## config.mk

```make
export PLATFORM = sky130hd
export DESIGN_NAME = fadd_rs_bank
export DESIGN_NICKNAME = d
export VERILOG_FILES = /design/src/rtl/fab_pkg.sv /design/src/rtl/rs_pick.sv /design/src/rtl/rs_slot.sv /design/src/rtl/fadd_pipe.sv /design/src/rtl/fadd_rs_bank.sv
export SDC_FILE = /design/constraint.sdc
export NUM_CORES = 1
export LEC_CHECK = 0
export BUFFER_PORTS_ARGS = -buffer_cell sky130_fd_sc_hd__buf_2
export CORE_MARGIN = 1
export CORE_UTILIZATION = 30
export CTS_BUF_LIST = sky130_fd_sc_hd__clkbuf_4 sky130_fd_sc_hd__clkbuf_8 sky130_fd_sc_hd__clkbuf_16
export DETAILED_ROUTE_END_ITERATION = 16
export GPL_TIMING_DRIVEN = 0
export PLACE_DENSITY = 0.51
export SYNTH_ARGS = -nofsm -noshare
export SYNTH_HDL_FRONTEND = slang
export SYNTH_HIERARCHICAL = 1
export SYNTH_SLANG_ARGS = --single-unit
export TNS_END_PERCENT = 30
```

## constraint.sdc

```tcl
create_clock -name clk -period 6.37 [get_ports clk]
set_input_delay 0.9555 -clock clk [delete_from_list [all_inputs] [get_ports clk]]
set_output_delay 0.9555 -clock clk [all_outputs]
set_load 0.01 [all_outputs]
```

## src/rtl/fab_pkg.sv

```systemverilog
package fab_pkg;
    typedef enum logic [1:0] {
        SLOT_FREE  = 2'd0,
        SLOT_WAIT  = 2'd1,
        SLOT_READY = 2'd2
    } slot_state_e;

    typedef enum logic [1:0] {
        P_EMPTY  = 2'd0,
        P_FIRST  = 2'd1,
        P_SECOND = 2'd2,
        P_BOTH   = 2'd3
    } pipe_state_e;

    // Operation codes: the encoding is visible at the allocation port.
    typedef enum logic [1:0] {
        OP_ADD  = 2'd0,
        OP_SUB  = 2'd1,
        OP_RSUB = 2'd2,
        OP_MOVE = 2'd3
    } add_op_e;
endpackage

```

## src/rtl/rs_pick.sv

```systemverilog
// Lowest-index one-hot grant.
module rs_pick #(
    parameter int N = 3
) (
    input  logic [N-1:0] req,
    output logic [N-1:0] gnt
);
    assign gnt = req & (~req + N'(1));
endmodule

```

## src/rtl/rs_slot.sv

```systemverilog
// One reservation station: two tagged operands, op code, precision flag.
module rs_slot
    import fab_pkg::*;
#(
    parameter int DATA_W = 32,
    parameter int TAG_W  = 4
) (
    input  logic              clk,
    input  logic              rst,
    input  logic              alloc_en,
    input  logic [1:0]        alloc_op,
    input  logic              alloc_short,
    input  logic [TAG_W-1:0]  alloc_src_tag,
    input  logic [DATA_W-1:0] alloc_src_data,
    input  logic [TAG_W-1:0]  alloc_snk_tag,
    input  logic [DATA_W-1:0] alloc_snk_data,
    input  logic              cdb_valid,
    input  logic [TAG_W-1:0]  cdb_tag,
    input  logic [DATA_W-1:0] cdb_data,
    input  logic              disp_en,
    output logic              busy,
    output logic              ready,
    output logic [1:0]        held_op,
    output logic              held_short,
    output logic [DATA_W-1:0] held_src,
    output logic [DATA_W-1:0] held_snk
);
    localparam int NOPND = 2;   // index 0 = source, 1 = sink

    slot_state_e state_q, state_nx;

    logic [TAG_W-1:0]  new_tag  [NOPND];
    logic [DATA_W-1:0] new_data [NOPND];
    logic [DATA_W-1:0] data_q   [NOPND];
    logic [NOPND-1:0]  full_q;
    logic [NOPND-1:0]  hit;
    logic [NOPND-1:0]  new_full;
    logic              opnd_done;

    assign new_tag[0]  = alloc_src_tag;
    assign new_tag[1]  = alloc_snk_tag;
    assign new_data[0] = alloc_src_data;
    assign new_data[1] = alloc_snk_data;

    for (genvar g = 0; g < NOPND; g++) begin : g_opnd
        logic              new_hit;
        logic              full_r;
        logic [TAG_W-1:0]  tag_r;
        logic [DATA_W-1:0] data_r;

        // operand being allocated meets a broadcast of its own producer
        assign new_hit     = cdb_valid && (new_tag[g] != '0) && (new_tag[g] == cdb_tag);
        assign new_full[g] = (new_tag[g] == '0) || new_hit;
        // operand already held and still waiting
        assign hit[g]      = cdb_valid && busy && !full_r && (tag_r == cdb_tag);

        always_ff @(posedge clk) begin
            if (rst) begin
                full_r <= 1'b0;
                tag_r  <= '0;
                data_r <= '0;
            end else if (alloc_en) begin
                full_r <= new_full[g];
                tag_r  <= new_tag[g];
                data_r <= new_hit ? cdb_data : new_data[g];
            end else if (hit[g]) begin
                full_r <= 1'b1;
                data_r <= cdb_data;
            end
        end

        assign full_q[g] = full_r;
        assign data_q[g] = data_r;
    end

    assign opnd_done = &(full_q | hit);

    // state register
    always_ff @(posedge clk) begin
        if (rst) state_q <= SLOT_FREE;
        else     state_q <= state_nx;
    end

    // next state
    always_comb begin
        state_nx = state_q;
        unique case (state_q)
            SLOT_FREE:  if (alloc_en) state_nx = (&new_full) ? SLOT_READY : SLOT_WAIT;
            SLOT_WAIT:  if (opnd_done) state_nx = SLOT_READY;
            SLOT_READY: if (disp_en) state_nx = SLOT_FREE;
            default:    state_nx = SLOT_FREE;
        endcase
    end

    // outputs
    always_comb begin
        busy  = (state_q != SLOT_FREE);
        ready = (state_q == SLOT_READY);
    end

    always_ff @(posedge clk) begin
        if (rst) begin
            held_op    <= '0;
            held_short <= 1'b0;
        end else if (alloc_en) begin
            held_op    <= alloc_op;
            held_short <= alloc_short;
        end
    end

    assign held_src = data_q[0];
    assign held_snk = data_q[1];
endmodule

```

## src/rtl/fadd_pipe.sv

```systemverilog
// Two-stage adder with CDB request/accept on its second stage.
module fadd_pipe
    import fab_pkg::*;
#(
    parameter int               DATA_W     = 32,
    parameter int               TAG_W      = 4,
    parameter logic [TAG_W-1:0] RESULT_TAG = TAG_W'(5)
) (
    input  logic              clk,
    input  logic              rst,
    input  logic              in_valid,
    input  logic [1:0]        in_op,
    input  logic              in_short,
    input  logic [DATA_W-1:0] in_src,
    input  logic [DATA_W-1:0] in_snk,
    output logic              in_ready,
    output logic              s1_valid,
    output logic              res_req,
    input  logic              res_accept,
    output logic [TAG_W-1:0]  res_tag,
    output logic [DATA_W-1:0] res_data,
    output logic              res_short
);
    localparam int HALF_W = DATA_W / 2;
    localparam logic [DATA_W-1:0] HALF_MASK = {{(DATA_W - HALF_W){1'b0}}, {HALF_W{1'b1}}};

    pipe_state_e state_q, state_nx;

    logic [1:0]        s1_op;
    logic              s1_short;
    logic [DATA_W-1:0] s1_src, s1_snk;
    logic              s2_valid;
    logic              s2_short;
    logic [DATA_W-1:0] s2_data;
    logic              advance;

    function automatic logic [DATA_W-1:0] add_unit(
        input logic [1:0]        op,
        input logic              sh,
        input logic [DATA_W-1:0] a_src,
        input logic [DATA_W-1:0] a_snk
    );
        logic [DATA_W-1:0] r;
        unique case (add_op_e'(op))
            OP_ADD:  r = a_snk + a_src;
            OP_SUB:  r = a_snk - a_src;
            OP_RSUB: r = a_src - a_snk;
            default: r = a_src;
        endcase
        if (sh) r = r & HALF_MASK;
        return r;
    endfunction

    // state register
    always_ff @(posedge clk) begin
        if (rst) state_q <= P_EMPTY;
        else     state_q <= state_nx;
    end

    // next state
    always_comb begin
        state_nx = state_q;
        unique case (state_q)
            P_EMPTY:  if (in_valid) state_nx = P_FIRST;
            P_FIRST:  state_nx = in_valid ? P_BOTH : P_SECOND;
            P_SECOND: begin
                if (res_accept) state_nx = in_valid ? P_FIRST : P_EMPTY;
                else            state_nx = in_valid ? P_BOTH  : P_SECOND;
            end
            P_BOTH:   if (res_accept) state_nx = in_valid ? P_BOTH : P_SECOND;
            default:  state_nx = P_EMPTY;
        endcase
    end

    // outputs
    always_comb begin
        s1_valid = (state_q == P_FIRST)  || (state_q == P_BOTH);
        s2_valid = (state_q == P_SECOND) || (state_q == P_BOTH);
        in_ready = (state_q != P_BOTH) || res_accept;
        advance  = s1_valid && (!s2_valid || res_accept);
        res_req  = s2_valid;
        res_tag  = s2_valid ? RESULT_TAG : '0;
    end

    always_ff @(posedge clk) begin
        if (rst) begin
            s1_op    <= '0;
            s1_short <= 1'b0;
            s1_src   <= '0;
            s1_snk   <= '0;
        end else if (in_valid) begin
            s1_op    <= in_op;
            s1_short <= in_short;
            s1_src   <= in_src;
            s1_snk   <= in_snk;
        end
    end

    always_ff @(posedge clk) begin
        if (rst) begin
            s2_data  <= '0;
            s2_short <= 1'b0;
        end else if (advance) begin
            s2_data  <= add_unit(s1_op, s1_short, s1_src, s1_snk);
            s2_short <= s1_short;
        end
    end

    assign res_data  = s2_data;
    assign res_short = s2_short;
endmodule

```

## src/rtl/fadd_rs_bank.sv

```systemverilog
module fadd_rs_bank
    import fab_pkg::*;
#(
    parameter int               NSLOT      = 3,
    parameter int               DATA_W     = 32,
    parameter int               TAG_W      = 4,
    parameter logic [TAG_W-1:0] RESULT_TAG = TAG_W'(5)
) (
    input  logic              clk,
    input  logic              rst,
    input  logic              alloc_valid,
    input  logic [1:0]        alloc_op,
    input  logic              alloc_short,
    input  logic [TAG_W-1:0]  alloc_src_tag,
    input  logic [DATA_W-1:0] alloc_src_data,
    input  logic [TAG_W-1:0]  alloc_snk_tag,
    input  logic [DATA_W-1:0] alloc_snk_data,
    output logic              alloc_full,
    input  logic              cdb_valid,
    input  logic [TAG_W-1:0]  cdb_tag,
    input  logic [DATA_W-1:0] cdb_data,
    output logic              res_req,
    input  logic              res_accept,
    output logic [TAG_W-1:0]  res_tag,
    output logic [DATA_W-1:0] res_data,
    output logic              res_short
);
    logic [NSLOT-1:0]  busy_v, ready_v, free_1h, rdy_1h, alloc_grant, disp_grant;
    logic [NSLOT-1:0]  slot_short;
    logic [1:0]        slot_op  [NSLOT];
    logic [DATA_W-1:0] slot_src [NSLOT];
    logic [DATA_W-1:0] slot_snk [NSLOT];
    logic              pipe_take, s1_valid, disp_any;
    logic [1:0]        sel_op;
    logic              sel_short;
    logic [DATA_W-1:0] sel_src, sel_snk;

    assign alloc_full = &busy_v;

    rs_pick #(.N(NSLOT)) u_free_pick (.req(~busy_v), .gnt(free_1h));
    rs_pick #(.N(NSLOT)) u_rdy_pick  (.req(ready_v), .gnt(rdy_1h));

    assign alloc_grant = (alloc_valid && !alloc_full) ? free_1h : '0;
    assign disp_grant  = pipe_take ? rdy_1h : '0;
    assign disp_any    = |disp_grant;

    for (genvar i = 0; i < NSLOT; i++) begin : g_slot
        rs_slot #(.DATA_W(DATA_W), .TAG_W(TAG_W)) u_slot (
            .clk            (clk),
            .rst            (rst),
            .alloc_en       (alloc_grant[i]),
            .alloc_op       (alloc_op),
            .alloc_short    (alloc_short),
            .alloc_src_tag  (alloc_src_tag),
            .alloc_src_data (alloc_src_data),
            .alloc_snk_tag  (alloc_snk_tag),
            .alloc_snk_data (alloc_snk_data),
            .cdb_valid      (cdb_valid),
            .cdb_tag        (cdb_tag),
            .cdb_data       (cdb_data),
            .disp_en        (disp_grant[i]),
            .busy           (busy_v[i]),
            .ready          (ready_v[i]),
            .held_op        (slot_op[i]),
            .held_short     (slot_short[i]),
            .held_src       (slot_src[i]),
            .held_snk       (slot_snk[i])
        );
    end

    // AND-OR select of the dispatched station
    always_comb begin
        sel_op    = '0;
        sel_short = 1'b0;
        sel_src   = '0;
        sel_snk   = '0;
        for (int i = 0; i < NSLOT; i++) begin
            if (disp_grant[i]) begin
                sel_op    = sel_op | slot_op[i];
                sel_short = sel_short | slot_short[i];
                sel_src   = sel_src | slot_src[i];
                sel_snk   = sel_snk | slot_snk[i];
            end
        end
    end

    fadd_pipe #(.DATA_W(DATA_W), .TAG_W(TAG_W), .RESULT_TAG(RESULT_TAG)) u_pipe (
        .clk        (clk),
        .rst        (rst),
        .in_valid   (disp_any),
        .in_op      (sel_op),
        .in_short   (sel_short),
        .in_src     (sel_src),
        .in_snk     (sel_snk),
        .in_ready   (pipe_take),
        .s1_valid   (s1_valid),
        .res_req    (res_req),
        .res_accept (res_accept),
        .res_tag    (res_tag),
        .res_data   (res_data),
        .res_short  (res_short)
    );
endmodule

```

==> results.cfg, run 1 <==
[global_route]
grt_max_degree = 14
grt_overflow = 0
grt_pass1_vias = 18390
track_usage_pct = 21.17
antenna_found_initial = 1
grt_pass1_wl_um = 114000

[setup_path]
crit_end = u_pipe/res_data[30]
cp_max_fo = 10
r2r_cells = 17
cp-startpoint = u_pipe/s1_op[0]
reg2reg_to = u_pipe/res_data[30]
cpMostUsedCell = clkbuf_1
worstPathRequired_ns = 6.82
cpMaxStageDelayCell = a211oi_1
cp_data_arrival_time_ns = 5.72
crit_chain = clkbuf_1 > clkinv_1 > nand2_1 > clkbuf_1 > o31ai_1 > xor2_1 > ha_1 > o211ai_2 > a21oi_1 > a2111oi_2 > o21ai_1 > a311o_1 > a211oi_1 > nor4_1 > nor4b_1 > a2bb2oi_1 > o41ai_1
worst-r2r-setup-slack_ns = 1.10
crit_path_start_kind = flop
worst-setup-path-type = flop to flop
endpoint_kind = flop
r2r_start = u_pipe/s1_op[0]
critical-path-max-stage-delay_ns = 0.50

[timing]
fmax_mhz = 189.8
setup_viol = 0
finalMaxSlewViolations = 0
min_period_ns = 5.269
slew_headroom_pct = 44.29
rsz0062_at_grt = no
finalSetupTns_ns = 0
clock_skew_ns = 0.02627
fin_crit_sh_pct = 82.72
worst_pin_slew_ns = 0.8356
finalHoldViolCount = 0

[floorplanning]
die_h_um = 264.8
rows = 95
die_area_um2 = 70100
ios = 155
start_util_pct = 30.57
core-area_um2 = 67750
die_x_um = 264.8

[finish]
syn_to_final_growth_pct = 16.04
nFillCells = 6965
nNetsFinal = 2727
layout-drive-gt1-share_pct = 13.74
fin_cells = 3451

[place]
dp_cells = 3376
port_buffers = 150
place_congestion = 0.9010
dpl.hpwl_um = 59140

[clock_network]
cts_resized = 0
postCtsSetupRepairBufs = 0
cts_sinks = 339
clk_latency_ns = 0.58
cts_tree = done
htree_num_levels = 2
cts_buffers = 41
clockBufferDepth = 3
clkTransAtPathRegs_ns = 0.06
ctsHoldBuffers = 0
cts-root-buf = clkbuf_16

[drt]
firstDrtPassIters = 5
drc = 0
antenna_left = 0
wl_per_cell_um = 22.10
drt_iter0_drc = 1199
vias = 18550
vias_per_cell = 5.375
wl_um = 76270

[flow_run]
drv_cap = 0

[pwr]
vdd_drop_max_v = 0.0002180
power_density_nw_per_um2 = 528.2
p_leak_nw = 9.309

[worst_hold_path]
whs_path_depth = 2
hold_path.class = flop to flop

[synthesis]
syn_inst = 2352
avgSynthCellArea_um2 = 8.807
ys_warn_count = 6
syn-cell-area_um2 = 20710

[status]
outcome = complete, no violations
## layer usage
metal	track usage, %	part of all wire, %	vias to the layer above
li1	-	-	8983
met1	27.67	45	8919
met2	36.16	47	551
met3	3.344	5.7	95
met4	5.343	2.3	0
met5	0	0	-
## worst min-delay path by stage
stage          slack, ns                        start                          end
4_1_cts             0.45           u_pipe/res_data[8]           u_pipe/res_data[8]
5_1_grt             0.48          u_pipe/res_data[23]          u_pipe/res_data[23]
6_report            0.45          u_pipe/res_data[12]          u_pipe/res_data[12]
3_3_place_gp        0.44          u_pipe/res_data[16]          u_pipe/res_data[16]
3_5_place_dp        0.45           u_pipe/res_data[8]           u_pipe/res_data[8]
2_1_floorplan       0.45  g_slot[2].u_slot/held_op[0]  g_slot[2].u_slot/held_op[0]
## layout make-up
type                       count  area [µm²]  area share [%]
antenna                        1       2.502         0.01041
buffer                       183       949.7           3.951
clock buffer                  60        1217           5.065
clock inverter                14       255.2           1.062
inverter                      65       244.0           1.015
multi-input combinational   1766       12740           52.99
sequential                   339        6787           28.24
tap                          873        1092           4.545
timing repair buffer         150       750.7           3.123
## metrics by stage
stage	setup slack (ns)	hold WS (ns)	utilization (%)	total power, mW	instance area (µm²)
after floorplan	2.321	0.4528	-	8.274	20720
after global placement	1.084	0.4436	33.30	10.01	22560
after detailed placement	1.121	0.4456	33.30	10.08	22560
after CTS	1.083	0.4535	35.47	12.69	24030
after global routing	0.6909	0.4753	35.47	13.51	24030
final	1.101	0.4519	35.48	12.70	24040
## power breakdown
| part | total [mW] | switching, mW | internal (mW) |
|---|---|---|---|
| clock | 2.56 | 0.985 | 1.58 |
| sequential | 2.96 | 0.317 | 2.65 |
| combinational | 7.17 | 4.16 | 3.01 |
## layout by cell type (no fill, tap or decap), types with 69 or more instances in the layout
cell,count
xnor2_1,69
clkbuf_1,103
a21oi_1,96
mux2i_1,297
a211oi_1,180
buf_2,177
dfxtp_1,339
nor2_1,368
nand2_1,83
and3_1,75
## state kept, by name (all words and copies together) (netlist names)
signal / count
g_slot.u_slot/held_snk: 96
g_slot.u_slot/held_src: 96
u_pipe/res_data: 32
u_pipe/s1_snk: 32
u_pipe/s1_src: 32
g_slot.u_slot/g_opnd.tag_r: 24
g_slot.u_slot/g_opnd.full_r: 6
g_slot.u_slot/held_op: 6
g_slot.u_slot/state_q: 6
g_slot.u_slot/held_short: 3
u_pipe/s1_op: 2
u_pipe/state_q: 2
u_pipe/res_short: 1
u_pipe/s1_short: 1
## worst max-delay path: cells and delay by family, from the launching register on
family,cells,cell delay (ns)
buffers and inverters,3,1.28
DFF,1,0.30
AOI/OAI and AO/OA,9,2.19
xor gates and xnor gates,1,0.24
and+or+nand+nor,3,0.78
adders and majority gates,1,0.34
(Power assumes the default switching activity.)
==> run 2, diff against run 1 <==
- clock period: 6.37 -> 5 ns (I/O delays scaled with it)
==> results.cfg, run 2 (same netlist as run 1, synthesis figures left out) <==
[global_route]
grt_pass1_wl_um = 114100
grt_max_degree = 14
grt_overflow = 0
antenna_found_initial = 1
track_usage_pct = 21.18
grt_pass1_vias = 18390

[timing]
finalMaxSlewViolations = 0
slew_headroom_pct = 44.32
clock_skew_ns = 0.02609
min_period_ns = 4.688
finalSetupTns_ns = 0
fmax_mhz = 213.3
rsz0062_at_grt = no
worst_pin_slew_ns = 0.8352
setup_viol = 0
whs_ns = 0.4455
finalHoldViolCount = 0
worst_slack_ns = 0.3120
fin_crit_sh_pct = 93.76

[clock_network]
cts-root-buf = clkbuf_16
cts_tree = done
postCtsSetupRepairBufs = 0
cts_sinks = 339
ctsHoldBuffers = 0
cts_resized = 2
clk_latency_ns = 0.58
cts_buffers = 41
clkTransAtPathRegs_ns = 0.06
htree_num_levels = 2
clockBufferDepth = 3

[drt]
firstDrtPassIters = 7
drt_iter0_drc = 1310
wl_per_cell_um = 22.17
vias = 18670
wl_um = 76460
antenna_left = 0
vias_per_cell = 5.414
drc = 0

[worst_hold_path]
whs_path_depth = 3
hold_path.class = input pin to flop
min_from = alloc_op[0]
whs_endpoint = g_slot[1].u_slot/held_op[0]

[floorplanning]
die_x_um = 264.8
core-area_um2 = 67750
start_util_pct = 30.57
rows = 95
ios = 155
die_h_um = 264.8
die_area_um2 = 70100

[pwr]
total_power_mw = 16.24
power_density_nw_per_um2 = 675.5
p_leak_nw = 9.323
vdd_drop_max_v = 0.0003049

[place]
dpl.hpwl_um = 59140
dp_slack_ns = -0.2491
port_buffers = 150
place_congestion = 0.9010

[finish]
final_common_cell = nor2_1
layout-drive-gt1-share_pct = 13.99
syn_to_final_growth_pct = 16.10
nNetsFinal = 2724
utilization_pct = 35.50
final_cell_mix = nor2_1 (368), dfxtp_1 (339), mux2i_1 (297)
register_area_um2 = 6787
multi_input_area_um2 = 12750
nFillCells = 6962

[setup_path]
r2r_start = u_pipe/s1_snk[2]
critical-path-max-stage-delay_ns = 0.60
crit_path_start_kind = flop
worst-setup-path-type = flop to flop
worst-r2r-setup-slack_ns = 0.31
r2r_cells = 19
worstPathRequired_ns = 5.45
endpoint_kind = flop
cp_max_fo = 8
crit_chain = or4_4 > nor4_4 > nand3b_2 > nor4_4 > and2_1 > nor2_1 > xnor2_1 > ha_1 > clkbuf_1 > a21o_1 > a21o_1 > a211o_1 > a21oi_1 > o21bai_1 > a21oi_1 > mux2i_1 > nor4b_2 > a2bb2oi_1 > o41ai_1
cp_data_arrival_time_ns = 5.14
reg2reg_to = u_pipe/res_data[30]
cpMaxStageDelayCell = or4_4

[flow_run]
drv_cap = 0

[status]
outcome = complete, no violations
run 2: cell count changes in the layout (fill, tap and decap cells not counted), sizes merged:
| cell | previous run | this run |
|---|---|---|
| clkbuf | 163 | 160 |
| diode | 1 | 2 |
run 2: area by class of cell:
type | count | share of cell area [%]
diodes | 2 | 0.02081
plain buffers | 180 | 3.918
clock buffers | 60 | 5.062
clock inverters | 14 | 1.061
inverters | 65 | 1.020
multi-input cells | 1766 | 53.04
flip-flops and latches | 339 | 28.22
well taps | 873 | 4.542
repair buffers | 150 | 3.122
run 2: report_power, final:
group | switching, mW | internal, mW
Sequential | 0.407 | 3.37
Combinational | 5.33 | 3.87
Clock | 1.26 | 2.01
Total | 6.99 | 9.26
run 2: layer usage:
metal	routed length, µm	track usage, %	vias up	share of wire (%)
met5	0	0	-	0
met4	1816	5.343	0	2.4
met3	4277	3.344	106	5.6
met2	35800	36.16	618	47
met1	34560	27.67	8968	45
li1	-	-	8980	-
run 2: critical path: cells and delay by family (launching register included):
family | cells | cell delay [ns]
compound gates | 8 | 1.40
xor+xnor | 1 | 0.25
fa+ha+maj | 1 | 0.28
buf+inv | 1 | 0.20
flops | 1 | 0.38
mux | 1 | 0.12
simple gates | 7 | 1.94
run 2: how the worst max path moves through the flow:
stage | slack, ns | depth (start not counted) | from | to
floorplan | 0.95 | 19 | u_pipe/s1_snk[2] | u_pipe/res_data[30]
global placement | -0.29 | 17 | u_pipe/s1_op[0] | u_pipe/res_data[30]
detailed placement | -0.25 | 17 | u_pipe/s1_op[0] | u_pipe/res_data[30]
CTS | 0.06 | 16 | u_pipe/s1_op[1] | u_pipe/res_data[26]
global route | 0.02 | 19 | u_pipe/s1_snk[2] | u_pipe/res_data[30]
finish | 0.31 | 19 | u_pipe/s1_snk[2] | u_pipe/res_data[30]
run 2: through the flow:
| step | cell area (µm²) | instances |
|---|---|---|
| floorplan | 20720 | 2353 |
| global placement | 22560 | 3376 |
| detailed placement | 22560 | 3376 |
| CTS | 24040 | 3450 |
| global route | 24040 | 3447 |
| finish | 24050 | 3449 |
